$ cat src/rtl/pip_cfg_pkg.sv
package pip_cfg_pkg;

  localparam int NUM_REGS  = 25;
  localparam int HOLD_REG  = 16;
  localparam int HOLD_BIT  = 7;

  // Bits that pass through the staged copy and commit on vsync.
  function automatic logic [7:0] held_mask(input int idx);
    logic [7:0] m;
    m = 8'h00;
    if (idx <= 7)                    m = 8'hFF;
    else if (idx == 13)              m = 8'hC8;
    else if (idx == 14)              m = 8'hFF;
    else if (idx == 16)              m = 8'h3F;
    else if (idx == 17 || idx == 18) m = 8'hFF;
    else if (idx == 20)              m = 8'h77;
    return m;
  endfunction

  // Bits that can hold a non-zero value at all.
  function automatic logic [7:0] write_mask(input int idx);
    logic [7:0] m;
    m = 8'hFF;
    if (idx == 21)     m = 8'hC0;
    else if (idx > 21) m = 8'h00;
    return m;
  endfunction

  function automatic logic [7:0] reset_value(input int idx);
    return (idx == 20) ? 8'h22 : 8'h00;
  endfunction

endpackage

$ cat src/rtl/pip_cfg_i2c_link.sv
module pip_cfg_i2c_link #(
  parameter logic [7:0] DEV_ADDR = 8'h2C
) (
  input  logic       clk,
  input  logic       rst_n,
  input  logic       scl_i,
  input  logic       sda_i,
  output logic       sda_pull_o,
  output logic       wr_sub_o,
  output logic       wr_data_o,
  output logic [7:0] byte_o
);

  localparam logic [3:0] BITS_PER_BYTE = 4'd8;

  logic scl_meta, scl_s, scl_d;
  logic sda_meta, sda_s, sda_d;

  always_ff @(posedge clk or negedge rst_n) begin
    if (!rst_n) begin
      {scl_meta, scl_s, scl_d} <= 3'b111;
      {sda_meta, sda_s, sda_d} <= 3'b111;
    end else begin
      scl_meta <= scl_i;
      scl_s    <= scl_meta;
      scl_d    <= scl_s;
      sda_meta <= sda_i;
      sda_s    <= sda_meta;
      sda_d    <= sda_s;
    end
  end

  logic scl_rise, scl_fall, bus_start, bus_stop;
  assign scl_rise  = scl_s & ~scl_d;
  assign scl_fall  = scl_d & ~scl_s;
  assign bus_start = scl_s & scl_d & sda_d & ~sda_s;
  assign bus_stop  = scl_s & scl_d & ~sda_d & sda_s;

  logic       busy_q, sel_q, in_ack_q, pull_q;
  logic [1:0] byte_no_q;   // 0 address, 1 subaddress, 2 data
  logic [3:0] bit_cnt_q;
  logic [7:0] shreg_q;

  always_ff @(posedge clk or negedge rst_n) begin
    if (!rst_n) begin
      busy_q    <= 1'b0;
      sel_q     <= 1'b0;
      in_ack_q  <= 1'b0;
      pull_q    <= 1'b0;
      byte_no_q <= 2'd0;
      bit_cnt_q <= 4'd0;
      shreg_q   <= 8'h00;
      wr_sub_o  <= 1'b0;
      wr_data_o <= 1'b0;
    end else begin
      wr_sub_o  <= 1'b0;
      wr_data_o <= 1'b0;
      if (bus_start) begin
        busy_q    <= 1'b1;
        sel_q     <= 1'b0;
        in_ack_q  <= 1'b0;
        pull_q    <= 1'b0;
        byte_no_q <= 2'd0;
        bit_cnt_q <= 4'd0;
      end else if (bus_stop) begin
        busy_q   <= 1'b0;
        sel_q    <= 1'b0;
        in_ack_q <= 1'b0;
        pull_q   <= 1'b0;
      end else if (busy_q) begin
        if (scl_rise && !in_ack_q && bit_cnt_q != BITS_PER_BYTE) begin
          shreg_q   <= {shreg_q[6:0], sda_s};
          bit_cnt_q <= bit_cnt_q + 4'd1;
        end
        if (scl_fall) begin
          if (!in_ack_q && bit_cnt_q == BITS_PER_BYTE) begin
            in_ack_q <= 1'b1;
            pull_q   <= (byte_no_q == 2'd0) ? (shreg_q == DEV_ADDR) : sel_q;
          end else if (in_ack_q) begin
            in_ack_q  <= 1'b0;
            pull_q    <= 1'b0;
            bit_cnt_q <= 4'd0;
            if (byte_no_q == 2'd0) begin
              sel_q <= pull_q;
              if (!pull_q) busy_q <= 1'b0;
            end else if (sel_q) begin
              if (byte_no_q == 2'd1) wr_sub_o  <= 1'b1;
              else                   wr_data_o <= 1'b1;
            end
            if (byte_no_q != 2'd2) byte_no_q <= byte_no_q + 2'd1;
          end
        end
      end
    end
  end

  assign sda_pull_o = pull_q;
  assign byte_o     = shreg_q;

  // SDA is only ever pulled inside an acknowledge slot
  p_pull_in_ack_r1: assert property (@(posedge clk) disable iff (!rst_n)
    pull_q |-> in_ack_q);

  // a foreign address byte is never acknowledged
  p_nak_foreign_r2: assert property (@(posedge clk) disable iff (!rst_n)
    (busy_q && !bus_start && !bus_stop && scl_fall && !in_ack_q &&
     bit_cnt_q == BITS_PER_BYTE && byte_no_q == 2'd0 && shreg_q != DEV_ADDR)
    |=> !pull_q);

endmodule

$ cat src/rtl/pip_cfg_regfile.sv
module pip_cfg_regfile
  import pip_cfg_pkg::*;
#(
  parameter int N_REGS = NUM_REGS
) (
  input  logic                clk,
  input  logic                rst_n,
  input  logic                wr_sub_i,
  input  logic                wr_data_i,
  input  logic [7:0]          byte_i,
  input  logic                vsync_i,
  output logic [N_REGS*8-1:0] cfg_o
);

  localparam int         LAST     = N_REGS - 1;
  localparam logic [7:0] LAST_PTR = 8'(LAST);

  logic [7:0] ptr_q;
  logic [7:0] stg_q [N_REGS];
  logic [7:0] act_q [N_REGS];
  logic [N_REGS*8-1:0] held_act, held_stg;
  logic       hold, commit;

  assign hold   = act_q[HOLD_REG][HOLD_BIT];
  assign commit = vsync_i & ~hold;

  always_ff @(posedge clk or negedge rst_n) begin
    if (!rst_n)                                ptr_q <= 8'h00;
    else if (wr_sub_i)                         ptr_q <= byte_i;
    else if (wr_data_i && ptr_q < LAST_PTR)    ptr_q <= ptr_q + 8'd1;
  end

  for (genvar i = 0; i < N_REGS; i++) begin : g_reg
    localparam logic [7:0] HM = held_mask(i);
    localparam logic [7:0] WM = write_mask(i);
    localparam logic [7:0] IM = WM & ~HM;
    logic       hit;
    logic [7:0] act_nxt, stg_nxt;

    assign hit = wr_data_i && (ptr_q == 8'(i));

    always_comb begin
      act_nxt = act_q[i];
      if (commit) act_nxt = (act_q[i] & ~HM) | (stg_q[i] & HM);
      if (hit)    act_nxt = (act_nxt & ~IM) | (byte_i & IM);
      stg_nxt = hit ? (byte_i & WM) : stg_q[i];
    end

    always_ff @(posedge clk or negedge rst_n) begin
      if (!rst_n) begin
        act_q[i] <= reset_value(i);
        stg_q[i] <= reset_value(i);
      end else begin
        act_q[i] <= act_nxt;
        stg_q[i] <= stg_nxt;
      end
    end

    assign cfg_o[i*8 +: 8]    = act_q[i];
    assign held_act[i*8 +: 8] = act_q[i] & HM;
    assign held_stg[i*8 +: 8] = stg_q[i] & HM;

    // bits outside the writable set stay zero
    p_reserved_zero_r7: assert property (@(posedge clk) disable iff (!rst_n)
      (act_q[i] & ~WM) == 8'h00);
  end

  // a commit copies every staged held bit into the active copy
  p_commit_copy_r4: assert property (@(posedge clk) disable iff (!rst_n)
    commit |=> (held_act == $past(held_stg)));

  // without a commit the held bits of the active copy do not move
  p_held_stable_r5: assert property (@(posedge clk) disable iff (!rst_n)
    !commit |=> $stable(held_act));

  // the pointer saturates at the last register
  p_ptr_saturate_r3: assert property (@(posedge clk) disable iff (!rst_n)
    (wr_data_i && !wr_sub_i && ptr_q == LAST_PTR) |=> (ptr_q == LAST_PTR));

endmodule

$ cat src/rtl/pip_cfg_i2c_bank.sv
module pip_cfg_i2c_bank
  import pip_cfg_pkg::*;
#(
  parameter logic [7:0] DEV_ADDR = 8'h2C,
  parameter int         N_REGS   = NUM_REGS
) (
  input  logic                clk,
  input  logic                rst_n,
  input  logic                scl_i,
  input  logic                sda_i,
  output logic                sda_pull_o,
  input  logic                vsync_i,
  output logic [N_REGS*8-1:0] cfg_o
);

  logic       wr_sub, wr_data;
  logic [7:0] rx_byte;

  pip_cfg_i2c_link #(.DEV_ADDR(DEV_ADDR)) link_i (
    .clk        (clk),
    .rst_n      (rst_n),
    .scl_i      (scl_i),
    .sda_i      (sda_i),
    .sda_pull_o (sda_pull_o),
    .wr_sub_o   (wr_sub),
    .wr_data_o  (wr_data),
    .byte_o     (rx_byte)
  );

  pip_cfg_regfile #(.N_REGS(N_REGS)) regs_i (
    .clk       (clk),
    .rst_n     (rst_n),
    .wr_sub_i  (wr_sub),
    .wr_data_i (wr_data),
    .byte_i    (rx_byte),
    .vsync_i   (vsync_i),
    .cfg_o     (cfg_o)
  );

  // register strobes come one at a time
  p_one_strobe_r6: assert property (@(posedge clk) disable iff (!rst_n)
    !(wr_sub && wr_data));

endmodule

$ cat config.mk
export PLATFORM = sky130hd
export DESIGN_NAME = pip_cfg_i2c_bank
export DESIGN_NICKNAME = d
export VERILOG_FILES = /design/src/rtl/pip_cfg_pkg.sv /design/src/rtl/pip_cfg_i2c_link.sv /design/src/rtl/pip_cfg_regfile.sv /design/src/rtl/pip_cfg_i2c_bank.sv
export SDC_FILE = /design/constraint.sdc
export NUM_CORES = 1
export LEC_CHECK = 0
export CORE_MARGIN = 5
export CORE_UTILIZATION = 53
export CTS_CLUSTER_DIAMETER = 60
export DETAILED_ROUTE_END_ITERATION = 10
export PLACE_DENSITY = 0.89
export SLEW_MARGIN = 20
export SYNTH_ARGS = -nofsm -noshare
export SYNTH_HDL_FRONTEND = slang
export SYNTH_SLANG_ARGS = --single-unit
$ cat constraint.sdc
create_clock -name clk -period 2.3 [get_ports clk]
set_input_delay 0.46 -clock clk [delete_from_list [all_inputs] [get_ports clk]]
set_output_delay 0.46 -clock clk [all_outputs]
set_load 0.02 [all_outputs]
Yosys cells after proc, flatten, opt, wreduce, memory -nomap -nowiden
Index checks and enable logic that the tools add are counted.
{ "word_totals": {"reg_bits": 319, "input_bits": 5, "elab_cells": 225, "out_inout_bits": 201} }
{ "op_classes": {"eq_ne": 29, "add_sub_neg": 3, "muxes": 67, "bitwise_logic": 22, "order_cmp": 1, "reduce_logical": 48} }
{ "ops": {"columns": ["operator", "count"], "rows": [
  ["8-bit by 4-bit equality test with 1-bit output, second input constant", 8],
  ["8-bit 2-to-1 mux", 8],
  ["8-bit by 5-bit equality test with 1-bit output, second input constant", 6],
  ["1-bit 2-to-1 mux", 45],
  ["8-bit by 3-bit equality test with 1-bit output, second input constant", 4],
  ["4-bit 2-to-1 mux", 7],
  ["1-bit logical AND", 26],
  ["6-bit by 8-bit OR with 8-bit output", 3],
  ["8-bit by 2-bit equality test with 1-bit output, second input constant", 2],
  ["8-bit by 6-bit OR with 8-bit output", 2],
  ["2-bit nonzero test", 8],
  ["2-bit 2-to-1 mux", 7],
  ["3-bit nonzero test", 4],
  ["8-bit by 1-bit adder with 8-bit output, second input constant", 1],
  ["1-bit AND", 8],
  ["8-bit by 1-bit equality test with 1-bit output, second input constant", 1],
  ["8-bit by 6-bit equality test with 1-bit output, second input constant", 1],
  ["8-bit zero test", 1],
  ["8-bit by 5-bit less-than comparator with 1-bit output, second input constant", 1],
  ["7-bit by 8-bit OR with 8-bit output", 1],
  ["8-bit by 7-bit OR with 8-bit output", 1],
  ["1-bit NOT", 7],
  ["6-bit AND reduction", 1],
  ["5-bit AND reduction", 1],
  ["14 further kinds", 16]
]} }

Depth between registers and ports, before layout
Gate-level depths: netlist (run 1).
{ "logic_depth": {"ltp_word": 11, "mapped_depth": 6, "mapped_depth_nobuf": 6} }

Cells and area by module
Synthesis (run 1) repeated with hierarchy kept, for this count alone.
{ "hier_totals": {"cells_unflattened": 792, "area_unflattened_um2": 12235.5} }
{ "modules_own_cells": {"columns": ["mod", "cells_per_inst", "instances", "seq_area_each_um2", "area_each_um2"], "rows": [
  ["pip_cfg_regfile", 685, 1, 7036.7, 10969.3],
  ["pip_cfg_i2c_link", 107, 1, 658.1, 1266.2]
]} }

Least setup slack after synthesis (run 1)
OpenSTA, ideal clock, no wires.
{ "synth_path": {"kind": "reg2reg", "startpoint": "register regs_i.ptr_q[0]", "endpoint": "register regs_i.act_q (netlist bit regs_i.cfg_o[100])", "setup_slack_ns": 0.584, "t_required_ns": 2.175, "stages_incl_launch_ff": 7, "arrival_ns": 1.591, "path_cell_list": "dfrtp_1 > inv_1 > ha_1 > and4bb_2 > and2_1 > buf_2 > mux2_2"} }
{ "synth_via": {"elab_chain_len": 2} }
{ "synth_lines": {"columns": ["item", "line_no", "text"], "rows": [
  ["start: declaration", "pip_cfg_regfile.sv:18", "logic [7:0] ptr_q;"],
  ["start signal: assignment", "pip_cfg_regfile.sv:29", "else if (wr_sub_i) ptr_q <= byte_i;"],
  ["start signal: assignment", "pip_cfg_regfile.sv:30", "else if (wr_data_i && ptr_q < LAST_PTR) ptr_q <= ptr_q + 8'd1;"],
  ["8-bit by 4-bit equality test with 1-bit output", "pip_cfg_regfile.sv:40", "assign hit = wr_data_i && (ptr_q == 8'(i));"],
  ["1-bit logical AND", "pip_cfg_regfile.sv:40", null],
  ["end signal: indexed assignment", "pip_cfg_regfile.sv:51", "act_q[i] <= reset_value(i);"],
  ["end signal: indexed assignment", "pip_cfg_regfile.sv:54", "act_q[i] <= act_nxt;"],
  ["end: declaration", "pip_cfg_regfile.sv:20", "logic [7:0] act_q [N_REGS];"]
]} }
No other way between the ends.
A chain may end at the register's enable or synchronous reset.

Worst setup path after layout (run 1)
{ "layout_path": {"startpoint": "register regs_i.act_q (netlist bit regs_i.cfg_o[161])", "endpoint": "output port cfg_o[161]"} }
{ "layout_lines": {"columns": ["item", "line_no", "text"], "rows": [
  ["end: declaration", "pip_cfg_i2c_bank.sv:13", "output logic [N_REGS*8-1:0] cfg_o"]
]} }
No word-level cell between the ends.

==> results.md, run 1 <==
CTS:
- The cell sitting at the root of the clock tree is a sky130_fd_sc_hd__clkbuf_16.
- The number of CTS-inserted buffers is 30.
- The number of setup buffers added after CTS is 0.
- Clock-pin slew was measured on the worst setup and hold paths at 60 ps.
- The clock passes through at most 3 buffers.
- The TritonCTS clock tree is done.
- CTS built an H-tree with a depth of 1.
- The number of clock sinks is 307.
- For the worst-skew pair, the clock arrives at the later sink with an insertion delay of 550 ps.

Floorplanning:
- After floorplanning, the core was sized to cover 22800 µm².
- 206 I/O pins were placed.
- After floorplanning, the core was divided into 55 placement rows.
- The area enclosed by the die boundary is 26500 µm².
- The chip width is 163 µm.
- The height of the chip is 163 µm.
- The initial standard-cell utilization of the core is 54.3%.

Finish:
- 0 antenna diodes ended up in the layout.
- In the final layout, the share of cells above drive strength 1 is 38.8%.
- The layout has 1477 filler cells.
- With fillers left out, the area of the finished cells amounts to 15700 µm².
- The net count of the finished layout is a little under 1k.
- The area growth from synthesis to layout is 26.7%.
- The area used by multi-input combinational logic is between 4000 and 5000 µm².
- Once layout is complete, the utilization of the core stands at 68.8%.
- The area used by sequential logic in the layout is 7690 µm².

Logic synthesis:
- The commonest cells after synthesis are sky130_fd_sc_hd__dfrtp_1, sky130_fd_sc_hd__mux2_2, sky130_fd_sc_hd__mux2_4.
- The number of warnings issued by yosys is 0.
- The synthesized design contains 0 enable-type register cells.
- The proportion of synthesized flip-flops having asynchronous set or reset is 100%.
- The number of instances in the synthesized netlist is 781.
- The synthesized netlist contains 45 unique library cells.
- Yosys attributes the largest share of cell area to sky130_fd_sc_hd__dfrtp_1, sky130_fd_sc_hd__mux2_2, sky130_fd_sc_hd__mux2_4.
- The share of the Yosys chip area taken by registers is between 60% and 70%.
- The synthesized area is around 12000 µm².
- Yosys instantiated no cell more often than sky130_fd_sc_hd__dfrtp_1.
- After synthesis the netlist holds a flip-flop and latch count of 307.
- The top flip-flop cell by instance count after synthesis is sky130_fd_sc_hd__dfrtp_1.
- The share of synthesized area in the top cell type comes to 60.1%.
- The biggest area consumer among synthesized cells is sky130_fd_sc_hd__dfrtp_1.
- The synthesized area per cell is 15.8 µm².

Status:
- The flow ran to the end, and the final reports show no timing, DRC or antenna violations.

Global route:
- The initial antenna violation count is 0.
- After global routing the overflow that remains totals 0.
- The global-route wire length before repair is 44000 µm.
- The via count of the first global-routing pass was 7452.
- The maximum number of pins on one net before global-route repair is 69.
- Global routing used about a fifth of the available tracks.

Detailed routing:
- The detailed router placed about 7k vias in this run.
- Detailed routing placed a total of 13900 µm of wire on met2.
- The routed length per instance is 20.9 µm.
- Signal routing reaches up to met4.
- The routed wire length is 27400 µm.
- After detailed routing, the wire length on met1 is around 12000 µm.
- The count of nets left with antenna violations once routing finished came out at 0.
- The routed length on met3 is 1420 µm.
- The via density per instance is 5.32.
- For this run, design rule violations remaining after detail routing come to 0.
- The first detailed-routing pass took 5 iterations.
- The DRC marker count from the first detailed-route iteration is between 200 and 300.

Placement:
- In this run the tool buffered the top-level ports with approximately 180 buffer cells.
- The detailed placement HPWL is 18100 µm.
- The final weighted congestion in routability-driven placement is 0.853.
- The placed instance area is approximately 15000 µm².

Power and ir drop:
- The post-layout total power is 12.1 mW.
- Summed over all cells, the static leakage comes to 7.80 nW.
- The fraction of power consumed by sequential logic is between 40% and 50%.
- The net switching power is 3.03 mW.
- In this run the power density over the cells is 775 nW/µm².
- The cell-internal power is 9.12 mW.
- The combinational share of power is under 10%.
- The clock network is responsible for 44.1% of the overall power.
- Across the VDD grid, the largest voltage drop is 641 µV.
- Net switching is about a quarter of the power.

Timing:
- The clock arrives with roughly 14 ps of skew.
- The post-route worst hold slack is 342 ps.
- The final setup TNS is 0 ps.
- Setup repair after global routing left no endpoint under its margin.
- The final cycle utilization of the critical path is 93.8%.
- The transition at the pin with the smallest max-transition slack is 566 ps.
- The number of failing hold endpoints at the final stage was 0.
- Setup violations remaining at the end of the flow were counted as 0.
- For the finished layout, the period the worst path requires is 2160 ps.
- Derived from the worst setup path, the maximum achievable clock frequency is between 0.4 and 0.5 GHz.
- The worst pin sits at a relative slew slack of 62.2%.
- The number of pins exceeding their max-slew limit in the final report is 0.

Critical path:
- The slowest library cell on the worst path is sky130_fd_sc_hd__clkdlybuf4s50_1.
- The required time at the endpoint of the critical path is 1840 ps.
- The worst setup path is of the reg2out kind.
- The cell type group with the largest total delay on the critical path is buffers and inverters.
- The worst setup path is captured at a primary output.
- The kind of start point of the critical path is a flop.
- The combined buffer and inverter count along the critical path is 1.
- Traced cell by cell, the critical path runs through clkdlybuf4s50_1.
- Data on the critical path arrives at its endpoint at 1700 ps.
- The largest single stage delay on the critical path is 620 ps.
- The critical-path maximum fanout is 2.

Run:
- Across the run, the number of max-cap violations was 0.

Min path:
- The type of the worst min-delay path is in2reg.
[path summary, 6_finish.rpt]
check	slack, ps	endpoint	cells after the start	from
min in group asynchronous	470	regs_i.cfg_o[115]	2	rst_n
max in group asynchronous	1110	regs_i.cfg_o[161]	3	rst_n
setup reg to reg	230	regs_i.cfg_o[100]	5	regs_i.ptr_q[0]
hold reg to reg	350	link_i.scl_s	0	link_i.scl_meta
setup / recovery	140	cfg_o[161]	1	regs_i.cfg_o[161]
hold / removal	340	link_i.sda_meta	1	sda_i
[cell type report]
cell class | count | area share, %
clock buffer | 40 | 5.29
multi-input combinational | 428 | 27.8
sequential | 307 | 49.1
clock inverter | 15 | 1.74
inverter | 8 | 0.192
tap | 313 | 2.50
timing repair buffer | 204 | 13.3
[power by group through the flow]
stage | sequential (mW) | clock (mW) | combinational [mW]
after detailed placement | 5.69 | 0 | 1.20
after global routing | 5.60 | 5.69 | 1.29
after CTS | 5.59 | 5.44 | 1.21
after floorplan | 5.70 | 0 | 0.569
after global placement | 5.69 | 0 | 1.18
final | 5.59 | 5.35 | 1.20
[flip-flops by register name (all words and copies together), names as in the netlist, 2 cells and up]
register and count:
link_i.byte_no_q 2, link_i.bit_cnt_q 4, link_i.byte_o 8, regs_i.cfg_o 170, regs_i.held_stg 103, regs_i.ptr_q 8
[layer usage]
| metal | vias up | global-route usage, % |
|---|---|---|
| met4 | 0 | 4.77 |
| met3 | 49 | 3.82 |
| li1 | 3083 | - |
| met2 | 183 | 35.7 |
| met1 | 3677 | 28.5 |
| met5 | - | 0 |
[cells by family (layout without fill, tap and decap cells)]
family	Yosys count	in the layout	synth area share [%]
AND/OR/NAND/NOR	76	76	4.59
XOR/XNOR	8	8	0.567
AO/OA/AOI/OAI	17	17	0.789
multiplexers	287	287	27.3
buffers and inverters	75	267	3.44
adder cells (fa/ha/maj)	10	10	1.01
other	1	30	0.0303
flip-flops	307	307	62.2
[placed cells by master (no fill, tap or decap), types with 8 or more instances in the layout]
cell / n
sky130_fd_sc_hd__buf_12: 9
sky130_fd_sc_hd__buf_4: 19
sky130_fd_sc_hd__clkbuf_16: 30
sky130_fd_sc_hd__clkdlybuf4s50_1: 174
sky130_fd_sc_hd__conb_1: 30
sky130_fd_sc_hd__dfrtp_1: 297
sky130_fd_sc_hd__dfstp_2: 10
sky130_fd_sc_hd__ha_1: 10
sky130_fd_sc_hd__inv_1: 8
sky130_fd_sc_hd__mux2_2: 244
sky130_fd_sc_hd__mux2_4: 40
sky130_fd_sc_hd__nand2_1: 19
sky130_fd_sc_hd__nor2_1: 8
[repair_timing]
action | in CTS | in global routing
hold buffers | 1 | 0
resized for setup | 0 | 0
hold endpoints to repair | 54 | 0
[through the flow]
step,setup WS (ps),cells
floorplan,584,810
global placement,281,1259
detailed placement,236,1259
CTS,111,1315
global route,89.0,1315
finish,142,1315
No activity file was read; power rests on OpenSTA's default activity.
==> run 2, diff against run 1 <==
--- a/config.mk
+++ b/config.mk
@@ -10,7 +10,9 @@
 export CTS_CLUSTER_DIAMETER = 60
 export DETAILED_ROUTE_END_ITERATION = 10
 export PLACE_DENSITY = 0.89
+export RECOVER_POWER = 25
 export SLEW_MARGIN = 20
 export SYNTH_ARGS = -nofsm -noshare
 export SYNTH_HDL_FRONTEND = slang
+export SYNTH_HIERARCHICAL = 1
 export SYNTH_SLANG_ARGS = --single-unit
==> run 2 against run 1 <==
Against the previous run:
- setup slack worse by 55 ps
- utilization is 0.078 points lower
- fmax is 2.5% lower
- hold slack better by 17 ps
- critical path type is now reg2reg
- critical endpoint is now regs_i/cfg_o[126]
==> results.md, run 2 <==
Timing:
- The highest attainable clock frequency is around 0.45 GHz.
- Across the routed clock network, the largest skew measured is 13.1 ps.
- The final setup TNS is 0 ps.
- The transition at the pin with the smallest max-transition slack is 1020 ps.
- Setup slack on the critical path of the routed design comes to about 87 ps.
- The worst relative slew slack is roughly a third.
- The number of failing hold endpoints at the final stage is 0.
- The number of pins exceeding their max-slew limit in the final report is 0.
- Final hold analysis gives a worst-case slack of 359 ps.
- The final cycle utilization of the critical path is between 90% and 100%.
- Setup repair after global routing left no endpoint under its margin.
- The shortest clock period the worst path allows after layout is approximately 2200 ps.
- Setup violations remaining at the end of the flow were counted as 0.

Global route:
- The initial antenna violation count is 0.
- The total global routing track utilization is 21.5%.
- The via count of the first global-routing pass is 7833.
- The met2 track utilization from global routing is 36.9%.
- After global routing, the most crowded layer is met2.
- The maximum number of pins on one net before global-route repair is 66.
- For met1 alone, demand over resource in global routing was 28.3%.
- The total overflow left after global routing is 0.
- The first global-routing pass estimated around 45000 µm of wire.
- The met3 track demand over resource is 3.60%.

Critical path:
- The end point of the critical path is regs_i/cfg_o[126].
- The kind of end point of the critical path is a flop.
- The depth of the worst register-to-register path is 4.
- The worst register-to-register path begins at regs_i/ptr_q[7].
- In this run the worst path has a maximum fanout of 9.
- The required time at the endpoint of the critical path is 2670 ps.
- In this run the critical register-to-register path is captured at regs_i/cfg_o[126].
- The critical path is of the reg2reg type.
- In this run the register-to-register setup slack is 90 ps.
- The most critical setup path has its startpoint at regs_i/ptr_q[7].
- The critical path arrival is 2580 ps.
- The kind of start point of the critical path is a flop.

Logic synthesis:
- Counting flops with a built-in enable in the synthesized netlist gives 0.
- In the post-synthesis netlist, the cell with the most instances is sky130_fd_sc_hd__dfrtp_1.
- By area the synthesized netlist is led by sky130_fd_sc_hd__dfrtp_1, sky130_fd_sc_hd__mux2_2, sky130_fd_sc_hd__dfstp_2.
- In this run the cell area of the synthesized design comes to between 10000 and 15000 µm².
- The sequential share of the synthesized area is between 60% and 70%.
- The proportion of synthesized flip-flops having asynchronous set or reset is 100%.
- In the synthesized netlist, the cells that appear most often are sky130_fd_sc_hd__dfrtp_1, sky130_fd_sc_hd__mux2_2, sky130_fd_sc_hd__clkbuf_1.
- The top flip-flop cell by instance count after synthesis is sky130_fd_sc_hd__dfrtp_1.
- The synthesized area per cell is 15.4 µm².
- The number of instances in the synthesized netlist is 792.
- The biggest area consumer among synthesized cells is sky130_fd_sc_hd__dfrtp_1.
- Counting distinct cell types in the post-synthesis netlist gives 48.
- The number of synthesized register bits is 307.
- Yosys printed 6 warnings.
- Of the post-synthesis cell area, the dominant cell type holds 60.7%.

Floorplanning:
- The chip width is 162 µm.
- The number of cell rows is 55.
- In this run the count of I/O pins placed on the die edge is between 200 and 250.
- The floorplan step defined a die boundary enclosing 26200 µm².
- The die is 162 µm tall.
- The initial standard-cell utilization of the core is a little over half.
- The core region is around 23000 µm².

Finish:
- Leaving out filler cells and counting taps, the final layout contains between 1k and 1.5k.
- The fraction of layout cells with a size suffix above 1 is 38.6%.
- The antenna cell count is 0.
- Relative to the synthesized area, the layout overhead comes to 27.5%.
- Summing all flip-flop and latch instances after layout gives 7690 µm².
- The number of flip-flops under the largest register name is 170.
- The most frequent standard cell in the layout excluding fill and tap cells is sky130_fd_sc_hd__dfrtp_1.
- For this run, the post-layout net count is 1014.
- Summing all multi-input logic gate instances after layout gives 4260 µm².
- The number of fillers in the final layout is ~1.5k.
- In the layout the commonest cells are sky130_fd_sc_hd__dfrtp_1, sky130_fd_sc_hd__mux2_2, sky130_fd_sc_hd__clkdlybuf4s50_1.

CTS:
- Clock-pin slew was measured on the worst setup and hold paths at 60 ps.
- The cell sitting at the root of the clock tree is a sky130_fd_sc_hd__clkbuf_16.
- The number of clock sinks is 307.
- In this run the deepest clock path goes through 3 buffers.
- The number of setup buffers added after CTS is 0.
- CTS built an H-tree with a depth of 2.
- The TritonCTS clock tree is done.
- For the worst-skew pair, the clock arrives at the later sink with an insertion delay of about 500 ps.
- The number of CTS-inserted buffers is 34.

Run:
- The number of maximum-capacitance violations is 0.

Detailed routing:
- The DRC marker count from the first detailed-route iteration is 341.
- The via total after detailed routing is between 7k and 8k.
- The DRC violations left is 0.
- The routed length per instance is 21.2 µm.
- The via density per instance is 5.52.
- The number of nets with antenna violations after detailed routing is 0.
- The routed design has 27800 µm of wire.
- The first-pass iteration count of the detailed router is 4.

Power and ir drop:
- The completed layout was analyzed and its total power is 12.2 mW.
- For this design the ratio of total power to cell area is ~780 nW/µm².
- Net switching is 24.8% of the power.
- The net switching power is 3.02 mW.
- The share of total power dissipated in sequential elements is around 47%.
- Combinational cells account for 7.8% of the total power.
- The cell-internal power is 9.17 mW.
- The reported leakage power is 7.62 nW.
- The clock network fraction of total power is between 40% and 50%.
- The worst ir drop on vdd is 466 µV.

Placement:
- Counting tap cells, the placed design contains a total of 1247 instances.
- The final weighted congestion in routability-driven placement is about 0.85.
- The quantity of I/O buffers inserted on ports is roughly 180.
- The detailed placement HPWL is around 18000 µm.
- OpenSTA, run right after detailed placement, puts the worst setup slack at 98.8 ps.

Min path:
- In this run the worst hold path is classified as reg2reg.

Status:
- The flow ran to the end, and the final reports show no timing, DRC or antenna violations.
==> run 2: cell types whose count changed after synthesis, moves of 5 or more <==
| cell | previous run | this run |
|---|---|---|
| sky130_fd_sc_hd__clkbuf_1 | 22 | 33 |
| sky130_fd_sc_hd__buf_2 | 13 | 3 |
| sky130_fd_sc_hd__nand4_1 | 3 | 8 |
| sky130_fd_sc_hd__mux2_2 | 244 | 284 |
| sky130_fd_sc_hd__nand3_1 | 7 | 13 |
| sky130_fd_sc_hd__mux2_4 | 40 | 0 |
| sky130_fd_sc_hd__nand2_1 | 19 | 10 |
==> run 2: how the worst min path moves through the flow <==
stage	from	to	cells past startpoint
6_report	link_i/scl_meta	link_i/scl_s	0
5_1_grt	link_i/scl_meta	link_i/scl_s	0
4_1_cts	sda_i	link_i/sda_meta	1
3_5_place_dp	link_i/scl_meta	link_i/scl_s	0
3_3_place_gp	link_i/scl_meta	link_i/scl_s	0
2_1_floorplan	rst_n	link_i/bit_cnt_q[0]	0
==> run 2: final cells by class <==
type                    instances  share of cell area [%]
flip-flops and latches        307                    49.3
multi-input cells             437                    27.3
repair buffers                210                    13.3
clock buffers                  51                    6.78
well taps                     285                    2.29
clock inverters                11                   0.770
inverters                       9                   0.217
==> run 2: what timing repair did <==
action | CTS | global route
hold buffers | 1 | 0
setup endpoints to repair | 0 | 48
resized for setup | 0 | 2
endpoints found under the hold margin | 52 | 0
==> run 2: routing by layer <==
layer  wire (µm)  vias up
met1       11700     3788
met4         692        0
li1            -     3194
met3        1140       62
met2       14200      181
met5           0        -
==> run 2: cell families (layout without fill, tap and decap cells) <==
kind of cell / Yosys count / after routing / synth area share (%)
DFF: 307 / 307 / 62.9
muxes: 285 / 285 / 26.2
and+or+nand+nor: 86 / 86 / 5.12
buffers and inverters: 77 / 281 / 3.32
AOI/OAI and AO/OA: 25 / 25 / 1.32
adders and majority gates: 10 / 10 / 1.02
other: 1 / 30 / 0.0306
xor gates and xnor gates: 1 / 1 / 0.0716
==> run 2: power groups by stage <==
stage | combinational, mW | clock [mW] | sequential (mW)
after floorplan | 0.517 | 0 | 5.68
after global placement | 0.956 | 0 | 5.80
after detailed placement | 0.974 | 0 | 5.81
after CTS | 0.979 | 5.63 | 5.71
after global routing | 1.03 | 5.83 | 5.73
final | 0.948 | 5.52 | 5.71
==> run 2: metrics by stage <==
stage                     area [µm²]  util, %
after CTS                      15700     69.0
after global routing           15600     68.7
after detailed placement       14500     63.7
after floorplan                12300        -
after global placement         14500     63.7
final                          15600     68.7
==> run 2: worst max-delay path, cell delays in order, from the launching register on <==
cell and delay [ps]:
sky130_fd_sc_hd__dfrtp_1 440, sky130_fd_sc_hd__or4b_1 740, sky130_fd_sc_hd__nor4b_4 310, sky130_fd_sc_hd__buf_4 230, sky130_fd_sc_hd__mux2_2 370
